**src/rtl/uart_mode_pkg.sv**
```systemverilog
package uart_mode_pkg;

   localparam int unsigned REG_W = 8;

   typedef enum logic {
      SEL_FIRST  = 1'b0,
      SEL_SECOND = 1'b1
   } mr_sel_e;

   typedef enum logic [1:0] {
      PAR_ON    = 2'b00,
      PAR_FORCE = 2'b01,
      PAR_OFF   = 2'b10,
      PAR_MDROP = 2'b11
   } par_mode_e;

   typedef enum logic [1:0] {
      CM_NORMAL = 2'b00,
      CM_ECHO   = 2'b01,
      CM_LLOOP  = 2'b10,
      CM_RLOOP  = 2'b11
   } chan_mode_e;

   typedef struct packed {
      logic       rts_ctl;
      logic       rxint_sel;
      logic       err_block;
      par_mode_e  par_mode;
      logic       par_type;
      logic [3:0] char_bits;
      logic       multidrop;
      chan_mode_e chan_mode;
   } mode_cfg_t;

   function automatic logic [3:0] len_from_code(input logic [1:0] code);
      return 4'd5 + {2'b00, code};
   endfunction

endpackage

```
**src/rtl/mode_ptr.sv**
```systemverilog
module mode_ptr
   import uart_mode_pkg::*;
(
   input  logic    clk,
   input  logic    rst_n,
   input  logic    access,
   input  logic    clr,
   output mr_sel_e sel
);

   mr_sel_e sel_q;

   always_ff @(posedge clk or negedge rst_n) begin
      if (!rst_n)
         sel_q <= SEL_FIRST;
      else if (clr)
         sel_q <= SEL_FIRST;
      else if (access)
         sel_q <= SEL_SECOND;
   end

   assign sel = sel_q;

   // access without clear leaves the selector at the second register
   a_r2_advance : assert property (@(posedge clk) disable iff (!rst_n)
      (access && !clr) |=> (sel == SEL_SECOND));

   // second register is sticky until cleared
   a_r3_sticky : assert property (@(posedge clk) disable iff (!rst_n)
      (sel == SEL_SECOND && !clr) |=> (sel == SEL_SECOND));

   // a clear always wins
   a_r4_clear_wins : assert property (@(posedge clk) disable iff (!rst_n)
      clr |=> (sel == SEL_FIRST));

endmodule

```
**src/rtl/mode_regs.sv**
```systemverilog
module mode_regs
   import uart_mode_pkg::*;
#(
   parameter int unsigned DATA_W = 8
) (
   input  logic              clk,
   input  logic              rst_n,
   input  logic              wr,
   input  mr_sel_e           sel,
   input  logic [DATA_W-1:0] wdata,
   output logic [DATA_W-1:0] mr_first,
   output logic [DATA_W-1:0] mr_second
);

   if (DATA_W != REG_W) begin : g_bad_width
      $error("mode_regs: DATA_W must equal %0d", REG_W);
   end

   logic [DATA_W-1:0] first_q, second_q;

   always_ff @(posedge clk or negedge rst_n) begin
      if (!rst_n) begin
         first_q  <= '0;
         second_q <= '0;
      end else if (wr) begin
         if (sel == SEL_FIRST)
            first_q  <= wdata;
         else
            second_q <= wdata;
      end
   end

   assign mr_first  = first_q;
   assign mr_second = second_q;

   // a write while pointing at the first register lands there only
   a_r2_first_write : assert property (@(posedge clk) disable iff (!rst_n)
      (wr && sel == SEL_FIRST) |=> (mr_first == $past(wdata)) && $stable(mr_second));

   // a write while pointing at the second register lands there only
   a_r3_second_write : assert property (@(posedge clk) disable iff (!rst_n)
      (wr && sel == SEL_SECOND) |=> (mr_second == $past(wdata)) && $stable(mr_first));

   // without a write this channel's storage holds
   a_r11_hold : assert property (@(posedge clk) disable iff (!rst_n)
      !wr |=> $stable(mr_first) && $stable(mr_second));

endmodule

```
**src/rtl/mode_decode.sv**
```systemverilog
module mode_decode
   import uart_mode_pkg::*;
(
   input  logic [7:0] mr_first,
   input  logic [1:0] mode_bits,
   output mode_cfg_t  cfg
);

   always_comb begin
      cfg.rts_ctl   = mr_first[7];
      cfg.rxint_sel = mr_first[6];
      cfg.err_block = mr_first[5];
      cfg.par_mode  = par_mode_e'(mr_first[4:3]);
      cfg.par_type  = mr_first[2];
      cfg.char_bits = len_from_code(mr_first[1:0]);
      cfg.multidrop = (mr_first[4:3] == PAR_MDROP);
      cfg.chan_mode = chan_mode_e'(mode_bits);
   end

   // length always within 5..8
   always_comb begin
      a_r8_len_range : assert (cfg.char_bits >= 4'd5 && cfg.char_bits <= 4'd8);
   end

endmodule

```
**src/rtl/mode_channel.sv**
```systemverilog
module mode_channel
   import uart_mode_pkg::*;
#(
   parameter int unsigned DATA_W = 8
) (
   input  logic              clk,
   input  logic              rst_n,
   input  logic              hit,
   input  logic              rd_stb,
   input  logic              wr_stb,
   input  logic              clr,
   input  logic [DATA_W-1:0] wdata,
   output logic [DATA_W-1:0] rd_val,
   output mode_cfg_t         cfg
);

   mr_sel_e           sel;
   logic [DATA_W-1:0] mr_first, mr_second;
   logic              acc, wr_en;

   assign acc   = hit && (rd_stb || wr_stb);
   assign wr_en = hit && wr_stb;

   mode_ptr u_ptr (
      .clk    (clk),
      .rst_n  (rst_n),
      .access (acc),
      .clr    (clr),
      .sel    (sel)
   );

   mode_regs #(.DATA_W(DATA_W)) u_regs (
      .clk       (clk),
      .rst_n     (rst_n),
      .wr        (wr_en),
      .sel       (sel),
      .wdata     (wdata),
      .mr_first  (mr_first),
      .mr_second (mr_second)
   );

   mode_decode u_dec (
      .mr_first  (mr_first),
      .mode_bits (mr_second[7:6]),
      .cfg       (cfg)
   );

   always_comb begin
      if (hit && rd_stb)
         rd_val = (sel == SEL_FIRST) ? mr_first : mr_second;
      else
         rd_val = '0;
   end

endmodule

```
**src/rtl/uart_mode_bank.sv**
```systemverilog
module uart_mode_bank
   import uart_mode_pkg::*;
#(
   parameter int unsigned NUM_CH    = 2,
   parameter int unsigned ADDR_W    = 4,
   parameter int unsigned CH_STRIDE = 8
) (
   input  logic                clk,
   input  logic                rst_n,
   input  logic [ADDR_W-1:0]   addr,
   input  logic                rd_stb,
   input  logic                wr_stb,
   input  logic [7:0]          wdata,
   output logic [7:0]          rdata,
   input  logic [NUM_CH-1:0]   ptr_clr,
   output logic [NUM_CH-1:0]   cfg_rts_ctl,
   output logic [NUM_CH-1:0]   cfg_rxint_sel,
   output logic [NUM_CH-1:0]   cfg_err_block,
   output logic [2*NUM_CH-1:0] cfg_par_mode,
   output logic [NUM_CH-1:0]   cfg_par_type,
   output logic [4*NUM_CH-1:0] cfg_char_bits,
   output logic [NUM_CH-1:0]   cfg_multidrop,
   output logic [2*NUM_CH-1:0] cfg_chan_mode
);

   localparam int unsigned SPAN = NUM_CH * CH_STRIDE;

   if (NUM_CH < 1) begin : g_bad_nch
      $error("uart_mode_bank: NUM_CH must be at least 1");
   end
   if (CH_STRIDE < 1 || SPAN > (1 << ADDR_W)) begin : g_bad_map
      $error("uart_mode_bank: channel map does not fit the address space");
   end

   logic [NUM_CH-1:0] hit;
   logic [7:0]        rd_each [NUM_CH];
   mode_cfg_t         cfg_each [NUM_CH];

   for (genvar c = 0; c < NUM_CH; c++) begin : g_ch
      localparam logic [ADDR_W-1:0] BASE = ADDR_W'(c * CH_STRIDE);

      assign hit[c] = (addr == BASE);

      mode_channel #(.DATA_W(8)) u_ch (
         .clk    (clk),
         .rst_n  (rst_n),
         .hit    (hit[c]),
         .rd_stb (rd_stb),
         .wr_stb (wr_stb),
         .clr    (ptr_clr[c]),
         .wdata  (wdata),
         .rd_val (rd_each[c]),
         .cfg    (cfg_each[c])
      );

      assign cfg_rts_ctl[c]       = cfg_each[c].rts_ctl;
      assign cfg_rxint_sel[c]     = cfg_each[c].rxint_sel;
      assign cfg_err_block[c]     = cfg_each[c].err_block;
      assign cfg_par_mode[2*c+:2] = cfg_each[c].par_mode;
      assign cfg_par_type[c]      = cfg_each[c].par_type;
      assign cfg_char_bits[4*c+:4]= cfg_each[c].char_bits;
      assign cfg_multidrop[c]     = cfg_each[c].multidrop;
      assign cfg_chan_mode[2*c+:2]= cfg_each[c].chan_mode;
   end

   always_comb begin
      rdata = '0;
      for (int c = 0; c < NUM_CH; c++)
         rdata = rdata | rd_each[c];
   end

   // no read strobe means quiet read bus
   a_r5_idle_bus : assert property (@(posedge clk) disable iff (!rst_n)
      !rd_stb |-> (rdata == 8'h00));

   // one address never reaches two channels
   a_r6_single_hit : assert property (@(posedge clk) disable iff (!rst_n)
      $onehot0(hit));

   // decoded length after reset is the minimum
   a_r1_reset_len : assert property (@(posedge clk)
      $rose(rst_n) |-> (cfg_char_bits[3:0] == 4'd5));

endmodule

```
**config.mk**
```make
export PLATFORM = sky130hd
export DESIGN_NAME = uart_mode_bank
export DESIGN_NICKNAME = d
export VERILOG_FILES = /design/src/rtl/uart_mode_pkg.sv /design/src/rtl/mode_ptr.sv /design/src/rtl/mode_regs.sv /design/src/rtl/mode_decode.sv /design/src/rtl/mode_channel.sv /design/src/rtl/uart_mode_bank.sv
export SDC_FILE = /design/constraint.sdc
export NUM_CORES = 1
export LEC_CHECK = 0
export BUFFER_PORTS_ARGS = -buffer_cell sky130_fd_sc_hd__buf_2
export CAP_MARGIN = 30
export CORE_ASPECT_RATIO = 1.75
export CORE_MARGIN = 8
export CORE_UTILIZATION = 56
export DETAILED_ROUTE_END_ITERATION = 7
export PLACE_DENSITY_LB_ADDON = 0.2
export SETUP_SLACK_MARGIN = 0.15
export SYNTH_ARGS = -nofsm -noshare
export SYNTH_HDL_FRONTEND = slang
export SYNTH_HIERARCHICAL = 1
export SYNTH_SLANG_ARGS = --single-unit
```
**constraint.sdc**
```tcl
create_clock -name clk -period 2.4 [get_ports clk]
set_clock_uncertainty 0.15 [all_clocks]
set_input_delay 0.36 -clock clk [delete_from_list [all_inputs] [get_ports clk]]
set_output_delay 0.36 -clock clk [all_outputs]
set_load 0.005 [all_outputs]
```
==> results.py, run 1 <==
metrics = {
    "pwr": {
        "peakVddDrop_mv": 0.548,
        "pwr_density_cell_nw_per_um2": 726,
        "p_leak_nw": 1.13,
    },
    "cells_and_area": {
        "fraction_of_layout_cells_with_a_size_suffix_above_1_pct": 56.6,
        "final_nets": 210,
        "antenna_cells_inserted": 0,
        "syn_to_final_growth_pct": 13.5,
    },
    "grt": {
        "grt_max_degree": 35,
        "overflow": 0,
        "antenna_found_initial": 0,
        "grt_use_met1_pct": 16.8,
        "vias_in_the_first_global_route": 1386,
        "grt_pass1_wl_um": 6800,
        "gr-usage-met3_pct": 4.81,
        "grt.total_usage_pct": 16.1,
        "grtUsageMet2_pct": 28.5,
        "globalRoute.busiestLayer": "met2",
    },
    "setup_path": {
        "crit_arrival_ns": 1.60,
        "worst-path-max-fanout": 11,
        "crit_path_cells": "mux2i_1 -> nor2_1 -> or2_2 -> buf_2",
        "worstPathRequired_ns": 1.89,
        "worst_path_largest_cell_delay_ns": 0.57,
        "crit_path_top_delay_cell": "dfrtp_2",
        "setup.worst_path.class": "flip-flop to output pin",
        "critical_path.startpoint_type": "flip-flop",
        "end_kind": "output pin",
    },
    "floorplan": {
        "die_w_um": 60.1,
        "coreArea_um2": 3330,
        "die_height_um": 93.2,
        "fp-row-count": 28,
        "start_util_pct": 57.3,
        "ioPinCount": 52,
        "die-area_um2": 5600,
    },
    "outcome": {
        "failed_checks": "negative hold slack",
        "run_status": "complete, but fails checks",
    },
    "clock_network": {
        "cts_setup_buffers": 0,
        "cts.path.max_buffers": 2,
        "clock_latency_ns": 0.28,
        "cts_tree": "built",
        "cts_root_buffer": "clkbuf_8",
        "tritoncts_num_sinks": 34,
        "post_cts_resize_count": 2,
        "clkSlewWorstSetupHoldPaths_ns": 0.07,
        "h-tree-depth": 2,
        "cts_hold_buffers": 0,
        "clock_buffers_created_by_tritoncts": 5,
    },
    "drt": {
        "initialDrtViolationCount": 24,
        "finalWirelength_um": 4000,
        "detailroute.via_count": 1225,
        "ant_nets": 0,
        "avgViaCountPerCell": 5.24,
        "drc_errors": 0,
        "dr.pass1.iters": 3,
        "routed_wire_length_per_instance_um": 17.1,
    },
    "synthesis": {
        "post_syn_area_um2": 1910,
        "synth_top_area_cell": "dfrtp_1",
        "syn-instance-count": 150,
        "synth_sequential_area_ratio_pct": 44.6,
        "post_synth_num_cell_types": 18,
        "synth_edf_count": 0,
        "postSynth.topFlopCell": "dfrtp_1",
        "synth.area.top_cells": "dfrtp_1 45%, mux2_4 13%, mux2_2 9.4%",
        "ys_ff_latch": 34,
        "synthesis.yosys.warnings": 6,
        "syn-mean-instance-area_um2": 12.7,
        "async_reset_ff_share_pct": 100,
        "syn-num-nets": 172,
        "netlist.area_leader.share_pct": 44.6,
        "synth_most_common_cell": "dfrtp_1",
    },
    "timing": {
        "totalNegativeSetupSlack_ns": 0,
        "hold_ws_ns": -0.0108,
        "period_share_pct": 88.0,
        "worst-slew-pin-transition_ns": 0.753,
        "maxSlewHeadroom_pct": 49.8,
        "rsz0062_at_grt": "no",
        "layout_min_cycle_time_ns": 2.11,
        "setup_viol_count_final": 0,
        "timing.final.hold_violations": 22,
        "maxClockFrequency_mhz": 474,
        "final-max-slew-violation-count": 0,
    },
    "placement": {
        "buffers_on_ports": 51,
        "finalWeightedCongestion": 0.757,
        "place_hpwl_um": 2960,
    },
    "run": {
        "max_cap_violations": 0,
    },
    "hold_path": {
        "worstHoldPathType": "input pin to asynchronous set/reset pin",
    },
}
## layer usage
metal,wire (um),vias up
li1,-,569
met1,1480,613
met2,2160,36
met3,260,7
met4,93,0
met5,0,-
## through the flow
step	std cells	instance area [um^2]	total power [mW]	util, %	setup slack [ns]
final	234	2160	1.57	65.0	0.289
after global routing	234	2160	1.66	65.0	0.185
after CTS	234	2160	1.59	65.0	0.284
after detailed placement	226	2050	1.08	61.7	0.343
after global placement	226	2050	1.06	61.7	0.372
after floorplan	150	1910	0.980	-	0.691
## power by group
group	internal (mW)	switching, mW	total [mW]	leakage [nW]
logic	0.205	0.127	0.332	0.629
clock network	0.305	0.206	0.512	0.0579
registers	0.650	0.0779	0.728	0.442
## cell usage in the layout, fill, tap and decap left out, drive strengths merged
cell and count:
buf 51, dfrtp 34, mux2 32, mux2i 16
nor2 16, or2 8, clkbuf 5, and2 4
inv 4, ha 4, nand2 4, clkinv 2
o21a 2, o21ba 2, nor2b 2, nor4 1
nor4b 1, bufinv 1
## area by class of cell
type	count	area, um^2
timing repair buffer	51	255
clock inverter	3	40.0
tap	45	56.3
sequential	34	853
clock buffer	5	68.8
inverter	4	15.0
fill	271	1160
multi-input combinational	92	876
## path summary, 6_finish.rpt
path / startpoint / end / slack, ns / cells past startpoint
max reg2reg: g_ch[0].u_ch/u_ptr/sel$_DFFE_PN0P_ / g_ch[0].u_ch/u_regs/mr_first[1]$_DFFE_PN0P_ / 0.80 / 2
max: g_ch[1].u_ch/u_ptr/sel$_DFFE_PN0P_ / rdata[5] / 0.29 / 4
min: rst_n / g_ch[0].u_ch/u_regs/mr_first[5]$_DFFE_PN0P_ / -0.01 / 1
min in group clk: ptr_clr[0] / g_ch[0].u_ch/u_ptr/sel$_DFFE_PN0P_ / 0.15 / 2
min reg2reg: g_ch[0].u_ch/u_regs/mr_second[5]$_DFFE_PN0P_ / g_ch[0].u_ch/u_regs/mr_second[5]$_DFFE_PN0P_ / 0.36 / 1
max in group asynchronous: rst_n / g_ch[1].u_ch/u_ptr/sel$_DFFE_PN0P_ / 1.59 / 1
## sequential cells by signal, indices dropped and copies added (netlist names)
| signal | count |
|---|---|
| g_ch.u_ch/u_regs/mr_second | 16 |
| g_ch.u_ch/u_regs/mr_first | 16 |
| g_ch.u_ch/u_ptr/sel | 2 |
## worst max-delay path: cells and delay by family, from the launching register on
kind | cells | cell delay, ns
flops | 1 | 0.57
simple gates | 2 | 0.38
buf+inv | 1 | 0.13
mux | 1 | 0.24
## cell families (layout without fill, tap and decap cells)
logic type	count (synthesis)	count (layout)	share of synthesized area (%)
DFF	34	34	44.6
adders and majority gates	4	4	2.62
buffers and inverters	24	63	9.45
and+or+nand+nor	36	36	11.0
muxes	48	48	30.4
AOI/OAI and AO/OA	4	4	1.84
No activity file was read; power rests on OpenSTA's default activity.
==> inputs of run 2 (changes only) <==
--- a/config.mk
+++ b/config.mk
@@ -11,6 +11,7 @@
 export CORE_MARGIN = 8
 export CORE_UTILIZATION = 56
 export DETAILED_ROUTE_END_ITERATION = 7
+export MAX_ROUTING_LAYER = met4
 export PLACE_DENSITY_LB_ADDON = 0.2
 export SETUP_SLACK_MARGIN = 0.15
 export SYNTH_ARGS = -nofsm -noshare
==> run 2 against run 1 <==
Net effect: via count about the same; the run still ends with negative hold slack left; worst setup slack worse by 0.0032 ns; hold slack better by 0.0012 ns; highest routed layer unchanged; total power is essentially flat; die area unchanged; fmax decreased by 0.15%; register-to-register slack is essentially flat; sequential share of layout area unchanged; global-route usage rose by 0.45 points; sequential power about the same; largest cell class unchanged; count of clock-buffer cells in the layout is the same; critical path depth is the same.
==> results.py, run 2 (synthesis gave the netlist of run 1 again) <==
metrics = {
    "clock_network": {
        "clkSlewWorstSetupHoldPaths_ns": 0.07,
        "cts_root_buffer": "clkbuf_8",
        "cts_tree": "built",
        "cts.path.max_buffers": 2,
        "tritoncts_num_sinks": 34,
        "h-tree-depth": 2,
        "cts_hold_buffers": 0,
        "clock_buffers_created_by_tritoncts": 5,
        "clock_latency_ns": 0.28,
    },
    "setup_path": {
        "reg2regPathDepth": 2,
        "crit_arrival_ns": 1.60,
        "worstPathRequired_ns": 1.89,
        "end_kind": "output pin",
        "critical_path.startpoint_type": "flip-flop",
        "setup.worst_path.class": "flip-flop to output pin",
        "worst-path-max-fanout": 11,
    },
    "timing": {
        "worst-slew-pin-transition_ns": 0.754,
        "final-max-slew-violation-count": 0,
        "maxSlewHeadroom_pct": 49.7,
        "hold_ws_ns": -0.00956,
        "period_share_pct": 88.1,
        "setup_viol_count_final": 0,
        "timing.final.hold_violations": 16,
        "rsz0062_at_grt": "no",
        "layout_min_cycle_time_ns": 2.11,
        "maxClockFrequency_mhz": 473,
        "totalNegativeSetupSlack_ns": 0,
    },
    "grt": {
        "grt_pass1_wl_um": 6800,
        "grt.total_usage_pct": 16.6,
        "overflow": 0,
        "vias_in_the_first_global_route": 1386,
        "grt_max_degree": 35,
        "antenna_found_initial": 0,
    },
    "drt": {
        "ant_nets": 0,
        "dr.pass1.iters": 3,
        "finalWirelength_um": 3990,
        "initialDrtViolationCount": 41,
        "drc_errors": 0,
        "routed_wire_length_per_instance_um": 17.1,
        "detailroute.via_count": 1226,
        "avgViaCountPerCell": 5.24,
    },
    "floorplan": {
        "coreArea_um2": 3330,
        "ioPinCount": 52,
        "die-area_um2": 5600,
        "die_height_um": 93.2,
        "fp-row-count": 28,
        "die_w_um": 60.1,
        "start_util_pct": 57.3,
    },
    "pwr": {
        "p_sw_mw": 0.410,
        "power.total_mw": 1.57,
        "clk_pwr_share_pct": 32.5,
        "comb_power_share_pct": 21.1,
        "intPower_mw": 1.16,
        "p_seq_share_pct": 46.4,
        "netSwitchingFraction_pct": 26.1,
        "p_leak_nw": 1.13,
        "pwr_density_cell_nw_per_um2": 726,
        "peakVddDrop_mv": 0.546,
    },
    "cells_and_area": {
        "final_nets": 210,
        "layout.cells.most_common_list": "51 x buf_2, 32 x dfrtp_1",
        "layout_commonest_cell": "buf_2",
        "syn_to_final_growth_pct": 13.5,
        "stdcell_area_um2": 2160,
        "fraction_of_layout_cells_with_a_size_suffix_above_1_pct": 56.6,
        "antenna_cells_inserted": 0,
    },
    "outcome": {
        "run_status": "complete, but fails checks",
        "failed_checks": "negative hold slack",
    },
    "placement": {
        "buffers_on_ports": 51,
        "place_area_um2": 2050,
        "finalWeightedCongestion": 0.767,
        "place_hpwl_um": 2960,
    },
    "run": {
        "max_cap_violations": 0,
    },
    "hold_path": {
        "worstHoldPathType": "input pin to asynchronous set/reset pin",
    },
}
==> run 2: cell counts in the layout (fill, tap and decap cells not counted) <==
Identical to the previous run, type by type.
==> run 2: power by group through the flow <==
| stage | registers, mW | clock network (mW) | logic [mW] |
|---|---|---|---|
| after floorplan | 0.711 | 0 | 0.269 |
| after global placement | 0.733 | 0 | 0.331 |
| after detailed placement | 0.739 | 0 | 0.339 |
| after CTS | 0.729 | 0.521 | 0.341 |
| after global routing | 0.741 | 0.549 | 0.373 |
| final | 0.728 | 0.511 | 0.332 |
==> run 2: per-stage QoR <==
stage,utilization [%],setup slack (ns),instances
floorplan,-,0.691,150
global placement,61.7,0.372,226
detailed placement,61.7,0.343,226
CTS,65.0,0.284,234
global route,65.0,0.185,234
finish,65.0,0.285,234
==> run 2: layout make-up <==
| class | instances | area, um^2 |
|---|---|---|
| Tap cell | 45 | 56.3 |
| Clock inverter | 3 | 40.0 |
| Timing Repair Buffer | 51 | 255 |
| Fill cell | 271 | 1160 |
| Multi-Input combinational cell | 92 | 876 |
| Sequential cell | 34 | 853 |
| Clock buffer | 5 | 68.8 |
| Inverter | 4 | 15.0 |
==> run 2: path summary, 6_finish.rpt <==
check / slack [ns] / end / startpoint
worst min-delay path: -0.01 / g_ch[0].u_ch/u_regs/mr_first[5]$_DFFE_PN0P_ / rst_n
worst min register to register: 0.36 / g_ch[0].u_ch/u_regs/mr_second[5]$_DFFE_PN0P_ / g_ch[0].u_ch/u_regs/mr_second[5]$_DFFE_PN0P_
min in group clk: 0.15 / g_ch[0].u_ch/u_ptr/sel$_DFFE_PN0P_ / ptr_clr[0]
worst max register to register: 0.80 / g_ch[0].u_ch/u_regs/mr_first[1]$_DFFE_PN0P_ / g_ch[0].u_ch/u_ptr/sel$_DFFE_PN0P_
worst max-delay path: 0.29 / rdata[5] / g_ch[1].u_ch/u_ptr/sel$_DFFE_PN0P_
max in group asynchronous: 1.59 / g_ch[1].u_ch/u_ptr/sel$_DFFE_PN0P_ / rst_n
==> run 2: metal layers <==
| metal | GRT usage, % | up-vias | wire [um] |
|---|---|---|---|
| met1 | 17.0 | 613 | 1500 |
| met5 | - | - | 0 |
| met2 | 28.5 | 36 | 2150 |
| met4 | 6.61 | 0 | 97 |
| li1 | - | 570 | - |
| met3 | 4.54 | 7 | 243 |
==> run 2: repair_timing <==
item                                    4_1_cts  5_1_grt
setup buffers                                 0        0
resized for setup                             2        0
endpoints found under the setup margin        8        0
==> run 2: critical path, cell delays in order, from the launching register on <==
cell and delay (ns):
dfrtp_2 0.57, mux2i_1 0.24, nor2_1 0.08, or2_2 0.30
buf_2 0.13
==> inputs of run 3 (changes only) <==
--- a/config.mk
+++ b/config.mk
@@ -5,15 +5,17 @@
 export SDC_FILE = /design/constraint.sdc
 export NUM_CORES = 1
 export LEC_CHECK = 0
+export ABC_AREA = 1
 export BUFFER_PORTS_ARGS = -buffer_cell sky130_fd_sc_hd__buf_2
 export CAP_MARGIN = 30
 export CORE_ASPECT_RATIO = 1.75
 export CORE_MARGIN = 8
-export CORE_UTILIZATION = 56
+export CORE_UTILIZATION = 57
 export DETAILED_ROUTE_END_ITERATION = 7
 export MAX_ROUTING_LAYER = met4
-export PLACE_DENSITY_LB_ADDON = 0.2
+export PLACE_DENSITY = 0.95
 export SETUP_SLACK_MARGIN = 0.15
+export SKIP_LAST_GASP = 1
 export SYNTH_ARGS = -nofsm -noshare
 export SYNTH_HDL_FRONTEND = slang
 export SYNTH_HIERARCHICAL = 1
==> run 3 against run 2 <==
Net effect: the run still ends with negative hold slack left; global-route usage grew 1.7 points; total power shrank 9.4%; die area grew 5.5%; synthesized cell count grew 90%; worst setup slack gained 0.092 ns; clock power shrank 16%; via count grew 47%; synthesized area grew 9.0%; critical path depth grew 2; sequential power shrank 2%; count of clock-buffer cells in the layout grew 2; final cell count grew 57%.
==> results.py, run 3 <==
metrics = {
    "pwr": {
        "netSwitchingFraction_pct": 29.7,
        "comb_power_share_pct": 19.9,
        "p_seq_share_pct": 50.1,
        "pwr_density_cell_nw_per_um2": 626,
        "peakVddDrop_mv": 0.557,
        "intPower_mw": 1.00,
        "p_leak_nw": 1.30,
        "clk_pwr_share_pct": 30.0,
        "p_sw_mw": 0.422,
        "power.total_mw": 1.42,
    },
    "run": {
        "max_cap_violations": 0,
    },
    "drt": {
        "avgViaCountPerCell": 4.90,
        "detailroute.via_count": 1803,
        "ant_nets": 0,
        "routed_wire_length_per_instance_um": 13.0,
        "initialDrtViolationCount": 42,
        "finalWirelength_um": 4780,
        "drc_errors": 0,
        "dr.pass1.iters": 4,
    },
    "floorplan": {
        "die-area_um2": 5910,
        "ioPinCount": 52,
        "coreArea_um2": 3560,
        "die_w_um": 61.6,
        "start_util_pct": 58.4,
        "die_height_um": 95.9,
        "fp-row-count": 29,
    },
    "timing": {
        "hold_ws_ns": -0.0115,
        "timing.final.hold_violations": 8,
        "maxSlewHeadroom_pct": 49.3,
        "worst-slew-pin-transition_ns": 0.760,
        "period_share_pct": 84.3,
        "totalNegativeSetupSlack_ns": 0,
        "setup_viol_count_final": 0,
        "layout_min_cycle_time_ns": 2.02,
        "final-max-slew-violation-count": 0,
        "worst_path_setup_slack_after_routing_ns": 0.378,
        "maxClockFrequency_mhz": 494,
        "rsz0062_at_grt": "no",
    },
    "synthesis": {
        "post_synth_num_cell_types": 15,
        "synth_most_common_cell": "nand2_1",
        "syn-mean-instance-area_um2": 7.29,
        "post_syn_area_um2": 2080,
        "async_reset_ff_share_pct": 100,
        "synth_edf_count": 0,
        "netlist.area_leader.share_pct": 40.9,
        "synth.cells.most_frequent": "103 x nand2_1, 38 x nor2_1, 34 x dfrtp_1",
        "syn-instance-count": 285,
        "synthesis.yosys.warnings": 6,
        "synth.area.top_cells": "dfrtp_1 41%, nand2_1 19%, nand3_1 7.7%",
        "syn-num-nets": 307,
        "ys_ff_latch": 34,
        "postSynth.topFlopCell": "dfrtp_1",
        "synth_sequential_area_ratio_pct": 40.9,
        "synth_top_area_cell": "dfrtp_1",
    },
    "grt": {
        "overflow": 0,
        "antenna_found_initial": 0,
        "grt.total_usage_pct": 18.3,
        "gr-usage-met3_pct": 4.42,
        "grt_pass1_wl_um": 7800,
        "grt_max_degree": 35,
        "globalRoute.busiestLayer": "met2",
        "grtUsageMet2_pct": 29.3,
        "grt_use_met1_pct": 20.3,
        "vias_in_the_first_global_route": 1706,
    },
    "cells_and_area": {
        "antenna_cells_inserted": 0,
        "n_fill_cell": 340,
        "ff_latch_area_um2": 852,
        "layout.cells.most_common_list": "103 x nand2_1, 51 x buf_2, 38 x nor2_1",
        "multi_input_comb_area_um2": 850,
        "layout_commonest_cell": "nand2_1",
        "final_nets": 343,
        "syn_to_final_growth_pct": 9.39,
        "final_cells": 368,
        "fraction_of_layout_cells_with_a_size_suffix_above_1_pct": 23.6,
    },
    "clock_network": {
        "cts_root_buffer": "clkbuf_8",
        "cts_tree": "built",
        "clock_latency_ns": 0.28,
        "tritoncts_num_sinks": 34,
        "clkSlewWorstSetupHoldPaths_ns": 0.07,
        "clock_buffers_created_by_tritoncts": 5,
        "cts.path.max_buffers": 2,
        "h-tree-depth": 2,
    },
    "setup_path": {
        "crit_arrival_ns": 1.51,
        "end_kind": "output pin",
        "worstPathRequired_ns": 1.89,
        "setup.worst_path.class": "flip-flop to output pin",
        "critical_path.startpoint_type": "flip-flop",
        "worst-path-max-fanout": 14,
    },
    "placement": {
        "numPlacedInstances": 360,
        "buffers_on_ports": 51,
        "pre_cts_setup_slack_ns": 0.499,
        "place_hpwl_um": 3750,
        "finalWeightedCongestion": 0.878,
    },
    "outcome": {
        "run_status": "complete, but fails checks",
        "failed_checks": "negative hold slack",
    },
    "hold_path": {
        "worstHoldPathType": "input pin to asynchronous set/reset pin",
    },
}
-- run 3: cell types whose count changed after synthesis, moves of 16 or more --
cell / change
nand2_1: +101
nand3_1: +32
inv_1: +23
nor2_1: +22
mux2_2: -16
mux2_4: -16
mux2i_1: -16
-- run 3: kinds of logic after synthesis --
family	share of synthesized area (%)
and+or+nand+nor	38.5
buffers and inverters	18.2
DFF	40.9
adders and majority gates	2.41
-- run 3: area by class of cell --
class / count / area share (%)
multi-input cells: 193 / 37.4
repair buffers: 55 / 12.5
flip-flops and latches: 34 / 37.5
clock buffers: 7 / 3.80
well taps: 46 / 2.53
clock inverters: 1 / 0.220
inverters: 32 / 6.05
-- run 3: per-layer routing --
metal / vias up / wire, um
li1: 911 / -
met2: 71 / 2360
met1: 808 / 1920
met3: 13 / 351
met5: - / 0
met4: 0 / 142
-- run 3: path summary, 6_finish.rpt --
check | cells past startpoint | slack (ns) | from | end
max in group asynchronous | 1 | 1.58 | rst_n | g_ch[1].u_ch/u_ptr/sel$_DFFE_PN0P_
hold reg to reg | 2 | 0.33 | g_ch[0].u_ch/u_regs/mr_second[1]$_DFFE_PN0P_ | g_ch[0].u_ch/u_regs/mr_second[1]$_DFFE_PN0P_
setup / recovery | 6 | 0.38 | g_ch[1].u_ch/u_ptr/sel$_DFFE_PN0P_ | rdata[4]
setup reg to reg | 5 | 1.14 | g_ch[1].u_ch/u_ptr/sel$_DFFE_PN0P_ | g_ch[1].u_ch/u_regs/mr_first[4]$_DFFE_PN0P_
min in group clk | 2 | 0.07 | ptr_clr[1] | g_ch[1].u_ch/u_ptr/sel$_DFFE_PN0P_
hold / removal | 1 | -0.01 | rst_n | g_ch[1].u_ch/u_regs/mr_second[6]$_DFFE_PN0P_
-- run 3: worst max-delay path, cell delays in order, from the launching register on --
cell,delay (ns)
dfrtp_2,0.50
buf_4,0.21
nand2_1,0.08
nand2_1,0.07
nor2_1,0.04
or2_1,0.21
buf_2,0.12
-- run 3: repair_timing --
item                       4_1_cts  5_1_grt
hold buffers                     0        0
resized for setup                0        1
setup endpoints to repair        0        5
setup buffers                    0        0
-- run 3: power groups by stage --
stage / logic, mW / registers (mW) / clock network (mW)
finish: 0.283 / 0.713 / 0.428
floorplan: 0.221 / 0.705 / 0
global placement: 0.277 / 0.722 / 0
global route: 0.325 / 0.725 / 0.465
CTS: 0.290 / 0.713 / 0.438
detailed placement: 0.289 / 0.723 / 0
-- run 3: metrics by stage --
stage	util, %	instance area [um^2]
4_1_cts	63.9	2270
5_1_grt	63.9	2270
6_report	63.9	2270
2_1_floorplan	-	2080
3_3_place_gp	61.3	2180
3_5_place_dp	61.3	2180
